**src/rtl/mpb_pkg.sv**
```systemverilog
package mpb_pkg;
  typedef enum logic [1:0] {RX_IDLE, RX_START, RX_BITS, RX_STOP} rx_state_e;

  // total bits on the line: start + data + address + stop
  function automatic int unsigned frame_bits(int unsigned data_bits);
    return data_bits + 3;
  endfunction

  // tick index inside the start bit where the midpoint is sampled
  function automatic int unsigned mid_tick(int unsigned ovs);
    return ovs / 2 - 1;
  endfunction

  // overrun rule: buffer still full and not being read this cycle
  function automatic logic overrun_next(logic ready, logic rd);
    return ready & ~rd;
  endfunction
endpackage

```
**src/rtl/mpb_rx_deser.sv**
```systemverilog
module mpb_rx_deser
  import mpb_pkg::*;
#(
  parameter int unsigned OVS = 16,
  parameter int unsigned DW  = 8
) (
  input  logic          clk,
  input  logic          rst_n,
  input  logic          baud_tick,
  input  logic          rxd,
  output logic          frame_done,
  output logic [DW-1:0] frame_data,
  output logic          frame_mp,
  output logic          frame_stop_ok,
  output logic          glitch
);
  localparam int unsigned CW  = $clog2(OVS);
  localparam int unsigned MID = mid_tick(OVS);
  localparam int unsigned NB  = DW + 1;
  localparam int unsigned BW  = $clog2(NB + 1);

  logic [1:0]    sync_q;
  logic          rx_s;
  rx_state_e     state;
  logic [CW-1:0] cnt;
  logic [BW-1:0] bitn;
  logic [NB-1:0] shreg;

  always_ff @(posedge clk or negedge rst_n) begin
    if (!rst_n) sync_q <= 2'b11;
    else        sync_q <= {sync_q[0], rxd};
  end
  assign rx_s = sync_q[1];

  always_ff @(posedge clk or negedge rst_n) begin
    if (!rst_n) begin
      state         <= RX_IDLE;
      cnt           <= '0;
      bitn          <= '0;
      shreg         <= '0;
      frame_done    <= 1'b0;
      frame_stop_ok <= 1'b0;
      glitch        <= 1'b0;
    end else begin
      frame_done <= 1'b0;
      glitch     <= 1'b0;
      if (baud_tick) begin
        case (state)
          RX_IDLE: begin
            if (!rx_s) begin
              state <= RX_START;
              cnt   <= '0;
            end
          end
          RX_START: begin
            if (cnt == CW'(MID)) begin
              cnt  <= '0;
              bitn <= '0;
              if (!rx_s) state <= RX_BITS;
              else begin
                state  <= RX_IDLE;
                glitch <= 1'b1;
              end
            end else cnt <= cnt + 1'b1;
          end
          RX_BITS: begin
            if (cnt == CW'(OVS - 1)) begin
              cnt   <= '0;
              shreg <= {rx_s, shreg[NB-1:1]};
              if (bitn == BW'(NB - 1)) state <= RX_STOP;
              bitn <= bitn + 1'b1;
            end else cnt <= cnt + 1'b1;
          end
          RX_STOP: begin
            if (cnt == CW'(OVS - 1)) begin
              cnt           <= '0;
              state         <= RX_IDLE;
              frame_done    <= 1'b1;
              frame_stop_ok <= rx_s;
            end else cnt <= cnt + 1'b1;
          end
          default: state <= RX_IDLE;
        endcase
      end
    end
  end

  assign frame_data = shreg[DW-1:0];
  assign frame_mp   = shreg[DW];

  // a completed frame is reported for exactly one cycle
  assert_done_pulse_R1: assert property (@(posedge clk) disable iff (!rst_n)
    frame_done |=> !frame_done);

  // an aborted start never coincides with a frame completion
  assert_glitch_no_frame_R8: assert property (@(posedge clk) disable iff (!rst_n)
    glitch |=> !frame_done);
endmodule

```
**src/rtl/mpb_rx_buffer.sv**
```systemverilog
module mpb_rx_buffer
  import mpb_pkg::*;
#(
  parameter int unsigned DW = 8
) (
  input  logic          clk,
  input  logic          rst_n,
  input  logic          frame_done,
  input  logic [DW-1:0] frame_data,
  input  logic          frame_mp,
  input  logic          frame_stop_ok,
  input  logic          glitch,
  input  logic          skip_set,
  input  logic          rd_strobe,
  output logic [DW-1:0] rx_byte,
  output logic          rx_addr_flag,
  output logic          rx_ready,
  output logic          err_frame,
  output logic          err_overrun,
  output logic          skip_en
);
  logic accept;
  logic id_seen;

  assign id_seen = frame_done & frame_mp;
  assign accept  = frame_done & (~skip_en | frame_mp);

  always_ff @(posedge clk or negedge rst_n) begin
    if (!rst_n)        skip_en <= 1'b0;
    else if (id_seen)  skip_en <= 1'b0;
    else if (skip_set) skip_en <= 1'b1;
  end

  always_ff @(posedge clk or negedge rst_n) begin
    if (!rst_n) begin
      rx_byte      <= '0;
      rx_addr_flag <= 1'b0;
      rx_ready     <= 1'b0;
      err_frame    <= 1'b0;
      err_overrun  <= 1'b0;
    end else if (accept) begin
      rx_byte      <= frame_data;
      rx_addr_flag <= frame_mp;
      rx_ready     <= 1'b1;
      err_frame    <= ~frame_stop_ok;
      err_overrun  <= overrun_next(rx_ready, rd_strobe);
    end else if (rd_strobe) begin
      rx_ready    <= 1'b0;
      err_overrun <= 1'b0;
    end
  end

  // a hidden payload frame changes none of the stored results
  assert_skip_quiet_R3: assert property (@(posedge clk) disable iff (!rst_n)
    (frame_done && skip_en && !frame_mp) |=>
      ($stable(rx_byte) && $stable(rx_addr_flag) && $stable(err_frame)));

  // an address frame leaves skip disarmed and the address flag set
  assert_id_exit_R4: assert property (@(posedge clk) disable iff (!rst_n)
    (frame_done && frame_mp) |=> (!skip_en && rx_addr_flag));

  // arming sticks unless an address frame lands in the same cycle
  assert_arm_skip_R5: assert property (@(posedge clk) disable iff (!rst_n)
    (skip_set && !(frame_done && frame_mp)) |=> skip_en);

  // an accepted frame always leaves the ready flag up
  assert_ready_after_accept_R2: assert property (@(posedge clk) disable iff (!rst_n)
    (frame_done && !skip_en) |=> rx_ready);

  // overrun only rises while an unread frame was pending
  assert_overrun_cause_R7: assert property (@(posedge clk) disable iff (!rst_n)
    $rose(err_overrun) |-> $past(rx_ready));

  // an aborted start leaves the buffer and framing flag alone
  assert_glitch_quiet_R8: assert property (@(posedge clk) disable iff (!rst_n)
    glitch |=> ($stable(rx_byte) && $stable(err_frame)));
endmodule

```
**src/rtl/mpb_tx_ser.sv**
```systemverilog
module mpb_tx_ser
  import mpb_pkg::*;
#(
  parameter int unsigned OVS = 16,
  parameter int unsigned DW  = 8
) (
  input  logic          clk,
  input  logic          rst_n,
  input  logic          baud_tick,
  input  logic          tx_start,
  input  logic [DW-1:0] tx_data,
  input  logic          tx_mp,
  output logic          txd,
  output logic          tx_busy
);
  localparam int unsigned FB = frame_bits(DW);
  localparam int unsigned CW = $clog2(OVS);
  localparam int unsigned BW = $clog2(FB + 1);

  logic [FB-1:0] shreg;
  logic [CW-1:0] cnt;
  logic [BW-1:0] bitn;

  always_ff @(posedge clk or negedge rst_n) begin
    if (!rst_n) begin
      shreg   <= '1;
      cnt     <= '0;
      bitn    <= '0;
      tx_busy <= 1'b0;
    end else if (!tx_busy && tx_start) begin
      shreg   <= {1'b1, tx_mp, tx_data, 1'b0};
      cnt     <= '0;
      bitn    <= '0;
      tx_busy <= 1'b1;
    end else if (tx_busy && baud_tick) begin
      if (cnt == CW'(OVS - 1)) begin
        cnt   <= '0;
        shreg <= {1'b1, shreg[FB-1:1]};
        if (bitn == BW'(FB - 1)) tx_busy <= 1'b0;
        bitn <= bitn + 1'b1;
      end else cnt <= cnt + 1'b1;
    end
  end

  assign txd = tx_busy ? shreg[0] : 1'b1;

  // an accepted start request begins with the low start bit
  assert_tx_start_bit_R9: assert property (@(posedge clk) disable iff (!rst_n)
    (tx_start && !tx_busy) |=> (tx_busy && !txd));
endmodule

```
**src/rtl/mpb_uart.sv**
```systemverilog
module mpb_uart
  import mpb_pkg::*;
#(
  parameter int unsigned OVS = 16,
  parameter int unsigned DW  = 8
) (
  input  logic          clk,
  input  logic          rst_n,
  input  logic          baud_tick,
  input  logic          rxd,
  input  logic          skip_set,
  input  logic          rd_strobe,
  input  logic          tx_start,
  input  logic [DW-1:0] tx_byte,
  input  logic          tx_addr_flag,
  output logic [DW-1:0] rx_byte,
  output logic          rx_addr_flag,
  output logic          rx_ready,
  output logic          err_frame,
  output logic          err_overrun,
  output logic          skip_en,
  output logic          txd,
  output logic          tx_busy
);
  logic          frame_done;
  logic [DW-1:0] frame_data;
  logic          frame_mp;
  logic          frame_stop_ok;
  logic          glitch;

  mpb_rx_deser #(.OVS(OVS), .DW(DW)) u_deser (
    .clk(clk), .rst_n(rst_n), .baud_tick(baud_tick), .rxd(rxd),
    .frame_done(frame_done), .frame_data(frame_data), .frame_mp(frame_mp),
    .frame_stop_ok(frame_stop_ok), .glitch(glitch)
  );

  mpb_rx_buffer #(.DW(DW)) u_buf (
    .clk(clk), .rst_n(rst_n), .frame_done(frame_done), .frame_data(frame_data),
    .frame_mp(frame_mp), .frame_stop_ok(frame_stop_ok), .glitch(glitch),
    .skip_set(skip_set), .rd_strobe(rd_strobe), .rx_byte(rx_byte),
    .rx_addr_flag(rx_addr_flag), .rx_ready(rx_ready), .err_frame(err_frame),
    .err_overrun(err_overrun), .skip_en(skip_en)
  );

  mpb_tx_ser #(.OVS(OVS), .DW(DW)) u_tx (
    .clk(clk), .rst_n(rst_n), .baud_tick(baud_tick), .tx_start(tx_start),
    .tx_data(tx_byte), .tx_mp(tx_addr_flag), .txd(txd), .tx_busy(tx_busy)
  );
endmodule

```
**config.mk**
```make
export PLATFORM = sky130hd
export DESIGN_NAME = mpb_uart
export DESIGN_NICKNAME = d
export VERILOG_FILES = /design/src/rtl/mpb_pkg.sv /design/src/rtl/mpb_rx_deser.sv /design/src/rtl/mpb_rx_buffer.sv /design/src/rtl/mpb_tx_ser.sv /design/src/rtl/mpb_uart.sv
export SDC_FILE = /design/constraint.sdc
export NUM_CORES = 1
export LEC_CHECK = 0
export ABC_AREA = 1
export CAP_MARGIN = 30
export CORE_ASPECT_RATIO = 0.75
export CORE_MARGIN = 2
export CORE_UTILIZATION = 59
export DETAILED_ROUTE_END_ITERATION = 7
export PLACE_DENSITY = 0.89
export SKIP_LAST_GASP = 1
export SLEW_MARGIN = 15
export SYNTH_ARGS = -nofsm -noshare
export SYNTH_HDL_FRONTEND = slang
export SYNTH_SLANG_ARGS = --single-unit
```
**constraint.sdc**
```tcl
create_clock -name clk -period 5.1 [get_ports clk]
set_clock_uncertainty 0.15 [all_clocks]
set_input_delay 1.02 -clock clk [delete_from_list [all_inputs] [get_ports clk]]
set_output_delay 1.02 -clock clk [all_outputs]
set_load 0.01 [all_outputs]
```
==> results_tabular.tex, run 1 <==
\begin{tabular}{lr}
\hline
Metric & Value \\
\hline
\multicolumn{2}{l}{\textbf{Status}} \\
Status & complete, no violations \\
\multicolumn{2}{l}{\textbf{Global route}} \\
Residual overflow from global routing & 0 \\
Antenna violations before repair & 0 \\
Vias in the first global route & 1733 \\
Largest net degree at the start of global routing & 56 \\
Wire length of the first global-routing pass & 7760 µm \\
Total global-route track usage & 0.214 \\
\multicolumn{2}{l}{\textbf{Pwr}} \\
Register share of total power & 0.545 \\
Switching power share of the total & 0.335 \\
VDD IR max & 0.000304 V \\
Part of the total power dissipated in the clock network & 0.220 \\
Power density cells & 376 nW/µm² \\
P\_int & 735 µW \\
Combinational power share & 0.235 \\
Switch Pwr & 370 µW \\
Static Leakage & 1.44 nW \\
\multicolumn{2}{l}{\textbf{Clock network}} \\
CTS tree & done \\
Clock buffer depth & 2 \\
Count of clock tree sinks & 55 \\
Insertion delay to the later sink of the worst-skew pair & 320 ps \\
Clock buffers created by TritonCTS & 5 \\
CTS hold repair buffers & 0 \\
Post-CTS Setup Repair Bufs & 0 \\
Clock edge transition at the registers on the reported setup and hold paths & 100 ps \\
\# H-tree levels & 2 \\
Cell chosen for the clock root & sky130\_fd\_sc\_hd\_\_clkbuf\_8 \\
Post-cts sizing count & 0 \\
\multicolumn{2}{l}{\textbf{Floorplanning}} \\
Vert. Die Dim & 60.6 µm \\
Rows & 20 \\
Die area & 4810 µm² \\
Top Ports & 31 \\
Initial core utilization & 0.617 \\
Area of the core & 4080 µm² \\
Die Wd & 79.4 µm \\
\multicolumn{2}{l}{\textbf{Place}} \\
Final RePlAce weighted congestion & 0.822 \\
Detailed Place HPWL & 3210 µm \\
Number of I/O port buffers & 30 \\
Worst setup slack before clock tree synthesis & 2430 ps \\
\multicolumn{2}{l}{\textbf{Synthesis}} \\
Syn avg cell area & 9.28 µm² \\
Most common cell in the netlist & sky130\_fd\_sc\_hd\_\_nand2\_1 \\
Number of instances in the synthesized netlist & 271 \\
Share of Yosys cell area claimed by the top area cell type & 0.428 \\
FF+latch count, synth & 55 \\
Cell accounting for the most synthesized area & sky130\_fd\_sc\_hd\_\_dfrtp\_1 \\
Dominant register cell in the synthesized netlist & sky130\_fd\_sc\_hd\_\_dfrtp\_1 \\
Cells taking the most area after synthesis & sky130\_fd\_sc\_hd\_\_dfrtp\_1, sky130\_fd\_sc\_hd\_\_dfstp\_2, sky130\_fd\_sc\_hd\_\_nand2\_1 \\
Nets in the synthesized netlist & 298 \\
Post-synth EDFFs & 0 \\
Synthesis Warnings & 0 \\
Post-Syn Area & 2520 µm² \\
Fraction of the yosys area taken by sequential cells & 0.553 \\
Post-synth ARST share & 1.00 \\
Synth top cells by count & sky130\_fd\_sc\_hd\_\_nand2\_1, sky130\_fd\_sc\_hd\_\_dfrtp\_1, sky130\_fd\_sc\_hd\_\_o21ai\_0, sky130\_fd\_sc\_hd\_\_inv\_1, sky130\_fd\_sc\_hd\_\_nor2\_1 \\
Number of distinct library cells after synthesis & 25 \\
\multicolumn{2}{l}{\textbf{Routing}} \\
Overall routed net length & 4720 µm \\
Count of antenna-violating nets left after detailed routing & 0 \\
Vias after detailed routing & 1874 \\
Number of DRC markers in iteration 0 & 150 \\
Vias per cell & 5.22 \\
\# DRC & 0 \\
Wirelength per Cell & 13.1 µm \\
Drt pass-1 iters & 4 \\
\multicolumn{2}{l}{\textbf{STA}} \\
Worst hold margin & 223 ps \\
Final setup violation count & 0 \\
Sum of negative setup slack & 0 ps \\
Max-slew violations & 0 \\
Period Utilization, post-route & 0.515 \\
Setup repair after global routing missed its margin & no \\
Highest Clock Rate & 381 MHz \\
Slew margin rel. & 0.564 \\
Final Hold Fails & 0 \\
Setup slack after layout & 2470 ps \\
Slew at the pin with the worst max-slew slack & 654 ps \\
Minimum period implied by the final worst setup slack & 2630 ps \\
\multicolumn{2}{l}{\textbf{Critical path}} \\
Classification of the worst setup path & reg2out \\
Data required time at the worst endpoint & 3930 ps \\
Worst setup EP type & primary output \\
Largest fanout on the critical path & 2 \\
Crit path arrival time & 1460 ps \\
Kind of start point of the critical path & register \\
\multicolumn{2}{l}{\textbf{Final layout}} \\
Share of layout cells above drive strength 1 & 0.0987 \\
Fin nets & 330 \\
Post-layout utilization of the core & 0.721 \\
Fill cell total of the finished layout & 282 \\
Antenna Cells & 0 \\
Area grow syn2layout & 17.0\% \\
\multicolumn{2}{l}{\textbf{Min path}} \\
Hold crit path type & reg2reg \\
\multicolumn{2}{l}{\textbf{Job}} \\
Max cap viols & 0 \\
\hline
\end{tabular}
[placed cells by master, fill, tap and decap left out, drive strengths merged]
cell type      instances
clkinv                 2
nand2                 55
nand4                  3
inv                   32
o22a                   1
nor2                  29
buf                    3
ha                    11
dfrtp                 43
o21ai                 35
o31ai                  1
a21oi                  2
clkbuf                 6
xor2                   5
clkdlybuf4s50         29
nand3b                 1
o22ai                  9
nand3                 23
dfstp                 12
mux2i                  1
o21a                   1
[critical path, stage by stage, from the launching register on]
cell and delay [ps]:
sky130_fd_sc_hd__dfstp_2 520, sky130_fd_sc_hd__inv_1 50, sky130_fd_sc_hd__nand2_1 50, sky130_fd_sc_hd__clkdlybuf4s50_1 530
[metrics by stage]
step	instance area, µm²	cells	total power, mW
2_1_floorplan	2520	271	0.780
3_3_place_gp	2850	351	0.846
5_1_grt	2940	359	1.17
4_1_cts	2940	359	1.11
6_report	2940	359	1.11
3_5_place_dp	2850	351	0.864
[cell type report]
| cell class | count | area [µm²] | area share |
|---|---|---|---|
| sequential | 55 | 1390 | 0.473 |
| multi-input combinational | 177 | 962 | 0.327 |
| timing repair buffer | 32 | 310 | 0.105 |
| inverter | 32 | 120 | 0.0408 |
| clock buffer | 6 | 72.6 | 0.0247 |
| tap | 55 | 68.8 | 0.0234 |
| clock inverter | 2 | 17.5 | 0.00595 |
[sequential cells by signal, summed over array words and instances (netlist names), named ones only]
| name | cells |
|---|---|
| u_buf.skip_en | 1 |
| u_buf.rx_byte | 8 |
| u_deser.sync_q | 2 |
| u_deser.cnt | 4 |
| u_deser.shreg | 9 |
| u_buf.err_frame | 1 |
| u_deser.frame_stop_ok | 1 |
| u_buf.err_overrun | 1 |
| u_deser.bitn | 4 |
| u_tx.tx_busy | 1 |
| u_tx.cnt | 4 |
| u_deser.state | 1 |
| u_buf.rx_ready | 1 |
| u_buf.rx_addr_flag | 1 |
| u_tx.shreg | 10 |
| u_deser.frame_done | 1 |
| u_tx.bitn | 4 |
[logic make-up after synthesis]
| group | count (synthesis) | share of synthesized area |
|---|---|---|
| compound gates | 49 | 0.107 |
| buf+inv | 39 | 0.0646 |
| fa+ha+maj | 11 | 0.0547 |
| xor+xnor | 5 | 0.0174 |
| simple gates | 111 | 0.199 |
| mux | 1 | 0.00398 |
| flops | 55 | 0.553 |
[power groups by stage]
stage / logic [mW] / registers, mW / clock network (mW)
after floorplan: 0.190 / 0.589 / 0
after CTS: 0.259 / 0.600 / 0.247
after detailed placement: 0.259 / 0.605 / 0
after global routing: 0.296 / 0.614 / 0.264
after global placement: 0.243 / 0.602 / 0
final: 0.259 / 0.602 / 0.244
[routing by layer]
metal / wire, µm / GRT usage / vias up
met4: 77 / 0.0936 / 0
met1: 2310 / 0.303 / 880
met5: 0 / 0 / -
met2: 2160 / 0.324 / 43
li1: - / - / 942
met3: 174 / 0.0491 / 9
[path summary, 6_finish.rpt]
path	from	endpoint	slack (ps)	depth (start not counted)
setup / recovery	u_tx.shreg[0]	txd	2470	3
hold / removal	u_deser.sync_q[0]	u_deser.sync_q[1]	220	0
setup reg to reg	u_deser.state[0]	u_deser.shreg[3]	3050	5
hold reg to reg	u_deser.sync_q[0]	u_deser.sync_q[1]	220	0
max in group asynchronous	rst_n	u_tx.cnt[1]	3700	2
min in group asynchronous	rst_n	u_buf.rx_ready	660	2
Power figures use the tool's default switching activity.
==> run 2, diff against run 1 <==
- CORE_UTILIZATION: 59 -> 55
- PLACE_DENSITY: 0.89 -> 0.84
- clock period: 5.1 -> 2.5 ns (I/O delays scaled with it)
==> run 2 against run 1 <==
  * Sequential power up 100%
  * Design area rose by 0.81%
  * Worst hold slack worse by 12 ps
  * Clock-buffer cell count is the same
  * Flip-flop and latch count stayed put
  * Final cell count grew 0.84%
  * Die area is 6.8% higher
  * Register-to-register slack lost 2600 ps
  * Non-clock buffer count is 1 higher
  * Clock power is 100% higher
==> results_tabular.tex, run 2 (synthesized netlist as in run 1, its figures left out) <==
\begin{tabular}{lr}
\hline
Metric & Value \\
\hline
\multicolumn{2}{l}{\textbf{Status}} \\
Status & complete, no violations \\
\multicolumn{2}{l}{\textbf{Final layout}} \\
Antenna Cells & 0 (unchanged) \\
Final std cell area, no fill & 2970 µm² (+0.81\%) \\
Area occupied by multi-input gates & 962 µm² (unchanged) \\
Most common cell after layout, fill and taps aside & sky130\_fd\_sc\_hd\_\_nand2\_1 \\
Fill cell total of the finished layout & 331 (+17\%) \\
Register name with the most flops & u\_tx.shreg \\
Fin nets & 331 (+0.30\%) \\
Layout Cells excl Fill & 362 (+0.84\%) \\
Max reg flops & 10 (unchanged) \\
Area used by sequential logic in the layout & 1390 µm² (unchanged) \\
Area grow syn2layout & 17.9\% \\
Most frequent cells in the layout & sky130\_fd\_sc\_hd\_\_nand2\_1, sky130\_fd\_sc\_hd\_\_dfrtp\_1, sky130\_fd\_sc\_hd\_\_o21ai\_0 \\
Post-layout utilization of the core & 0.668 (-0.0534) \\
Biggest regs & u\_tx.shreg x10, u\_deser.shreg x9, u\_buf.rx\_byte x8 \\
Share of layout cells above drive strength 1 & 0.0984 (-0.000324) \\
\multicolumn{2}{l}{\textbf{Clock network}} \\
CTS tree & done \\
Clock buffer depth & 2 (unchanged) \\
Clock edge transition at the registers on the reported setup and hold paths & 100 ps (about the same) \\
Clock buffers created by TritonCTS & 5 (unchanged) \\
Post-cts sizing count & 0 (unchanged) \\
Count of clock tree sinks & 55 (unchanged) \\
Post-CTS Setup Repair Bufs & 0 (unchanged) \\
Insertion delay to the later sink of the worst-skew pair & 300 ps (-20 ps) \\
CTS hold repair buffers & 1 (+1) \\
\# H-tree levels & 2 (unchanged) \\
Cell chosen for the clock root & sky130\_fd\_sc\_hd\_\_clkbuf\_8 \\
\multicolumn{2}{l}{\textbf{Floorplanning}} \\
Die area & 5140 µm² (+6.8\%) \\
Die Wd & 82.1 µm (+3.4\%) \\
Initial core utilization & 0.567 (-0.0502) \\
Area of the core & 4440 µm² (+8.9\%) \\
Rows & 21 (+5.0\%) \\
Vert. Die Dim & 62.6 µm (+3.3\%) \\
Top Ports & 31 (unchanged) \\
\multicolumn{2}{l}{\textbf{Place}} \\
Final RePlAce weighted congestion & 0.880 (+7.1\%) \\
Number of I/O port buffers & 30 (unchanged) \\
Detailed Place HPWL & 3140 µm (-2.3\%) \\
Cell total after placement & 353 (+0.57\%) \\
Worst setup slack before clock tree synthesis & 316 ps (-2110 ps) \\
Post-place instance area & 2870 µm² (+0.53\%) \\
\multicolumn{2}{l}{\textbf{Min path}} \\
Worst Hold Depth & 0 (unchanged) \\
Hold crit path type & reg2reg \\
\multicolumn{2}{l}{\textbf{Routing}} \\
Number of DRC markers in iteration 0 & 89 (-41\%) \\
Count of antenna-violating nets left after detailed routing & 0 (unchanged) \\
Vias after detailed routing & 1903 (+1.5\%) \\
Vias per cell & 5.26 (+0.71\%) \\
Overall routed net length & 4380 µm (-7.2\%) \\
Drt pass-1 iters & 4 (unchanged) \\
Wirelength per Cell & 12.1 µm (-7.9\%) \\
\# DRC & 0 (unchanged) \\
\multicolumn{2}{l}{\textbf{STA}} \\
Highest Clock Rate & 475 MHz \\
Max-slew violations & 0 (unchanged) \\
Final Hold Fails & 0 (unchanged) \\
Minimum period implied by the final worst setup slack & 2110 ps \\
Slew at the pin with the worst max-slew slack & 561 ps (-93.2 ps) \\
Final setup violation count & 0 (unchanged) \\
Setup repair after global routing missed its margin & no \\
Worst hold margin & 211 ps (-12.0 ps) \\
Slew margin rel. & 0.626 (+0.0617) \\
Setup slack after layout & 393 ps (-2080 ps) \\
Sum of negative setup slack & 0 ps (unchanged) \\
Period Utilization, post-route & 0.843 \\
\multicolumn{2}{l}{\textbf{Critical path}} \\
Crit path arrival time & 1460 ps (about the same) \\
Worst setup EP type & primary output \\
Kind of start point of the critical path & register \\
Data required time at the worst endpoint & 1850 ps (-2080 ps) \\
Reg2reg setup slack & 500 ps (-2550 ps) \\
Classification of the worst setup path & reg2out \\
Largest fanout on the critical path & 2 (unchanged) \\
Worst Reg-to-Reg Cells & 5 (unchanged) \\
\multicolumn{2}{l}{\textbf{Pwr}} \\
Power density cells & 755 nW/µm² (+100\%) \\
VDD IR max & 0.000391 V (+28\%) \\
Static Leakage & 1.44 nW (+0.36\%) \\
Design Power & 2.24 mW (+100\%) \\
\multicolumn{2}{l}{\textbf{Global route}} \\
Largest net degree at the start of global routing & 44 (-21\%) \\
Wire length of the first global-routing pass & 7660 µm (-1.2\%) \\
Residual overflow from global routing & 0 (unchanged) \\
Total global-route track usage & 0.190 (-0.0235) \\
Antenna violations before repair & 0 (unchanged) \\
Vias in the first global route & 1769 (+2.1\%) \\
\multicolumn{2}{l}{\textbf{Job}} \\
Max cap viols & 0 (unchanged) \\
\hline
\end{tabular}
## run 2: cell count changes in the layout (fill, tap and decap cells not counted)
cell / delta
sky130_fd_sc_hd__buf_4: -1
sky130_fd_sc_hd__inv_6: +1
sky130_fd_sc_hd__dlygate4sd3_1: +1
sky130_fd_sc_hd__clkinvlp_4: +1
sky130_fd_sc_hd__clkinv_4: -2
sky130_fd_sc_hd__buf_12: +1
## run 2: layout make-up
| class | instances | share of cell area |
|---|---|---|
| Inverter | 32 | 0.0405 |
| Multi-Input combinational cell | 177 | 0.324 |
| Tap cell | 57 | 0.0240 |
| Clock buffer | 6 | 0.0245 |
| Clock inverter | 2 | 0.00548 |
| Timing Repair Buffer | 33 | 0.112 |
| Sequential cell | 55 | 0.469 |
## run 2: worst paths after layout
kind | startpoint | endpoint
max | u_tx.shreg[0] | txd
min | u_deser.sync_q[0] | u_deser.sync_q[1]
max reg2reg | u_deser.state[0] | u_deser.shreg[5]
min reg2reg | u_deser.sync_q[0] | u_deser.sync_q[1]
max in group asynchronous | rst_n | u_tx.shreg[9]
min in group asynchronous | rst_n | u_buf.err_overrun
## run 2: critical path, cell delays in order (launching register included)
cell and delay [ps]:
sky130_fd_sc_hd__dfstp_2 530, sky130_fd_sc_hd__inv_1 50, sky130_fd_sc_hd__nand2_1 50, sky130_fd_sc_hd__clkdlybuf4s50_1 530
## run 2: power by group
group	total, mW	internal, mW	switching, mW
Clock	0.491	0.202	0.289
Sequential	1.22	1.09	0.133
Combinational	0.528	0.214	0.313
Total	2.24	1.50	0.735
## run 2: metal layers
layer,share of wire,vias to the layer above,global-route usage
li1,-,941,-
met1,0.49,913,0.272
met2,0.46,43,0.290
met3,0.038,6,0.0448
met4,0.011,0,0.0563
met5,0,-,0
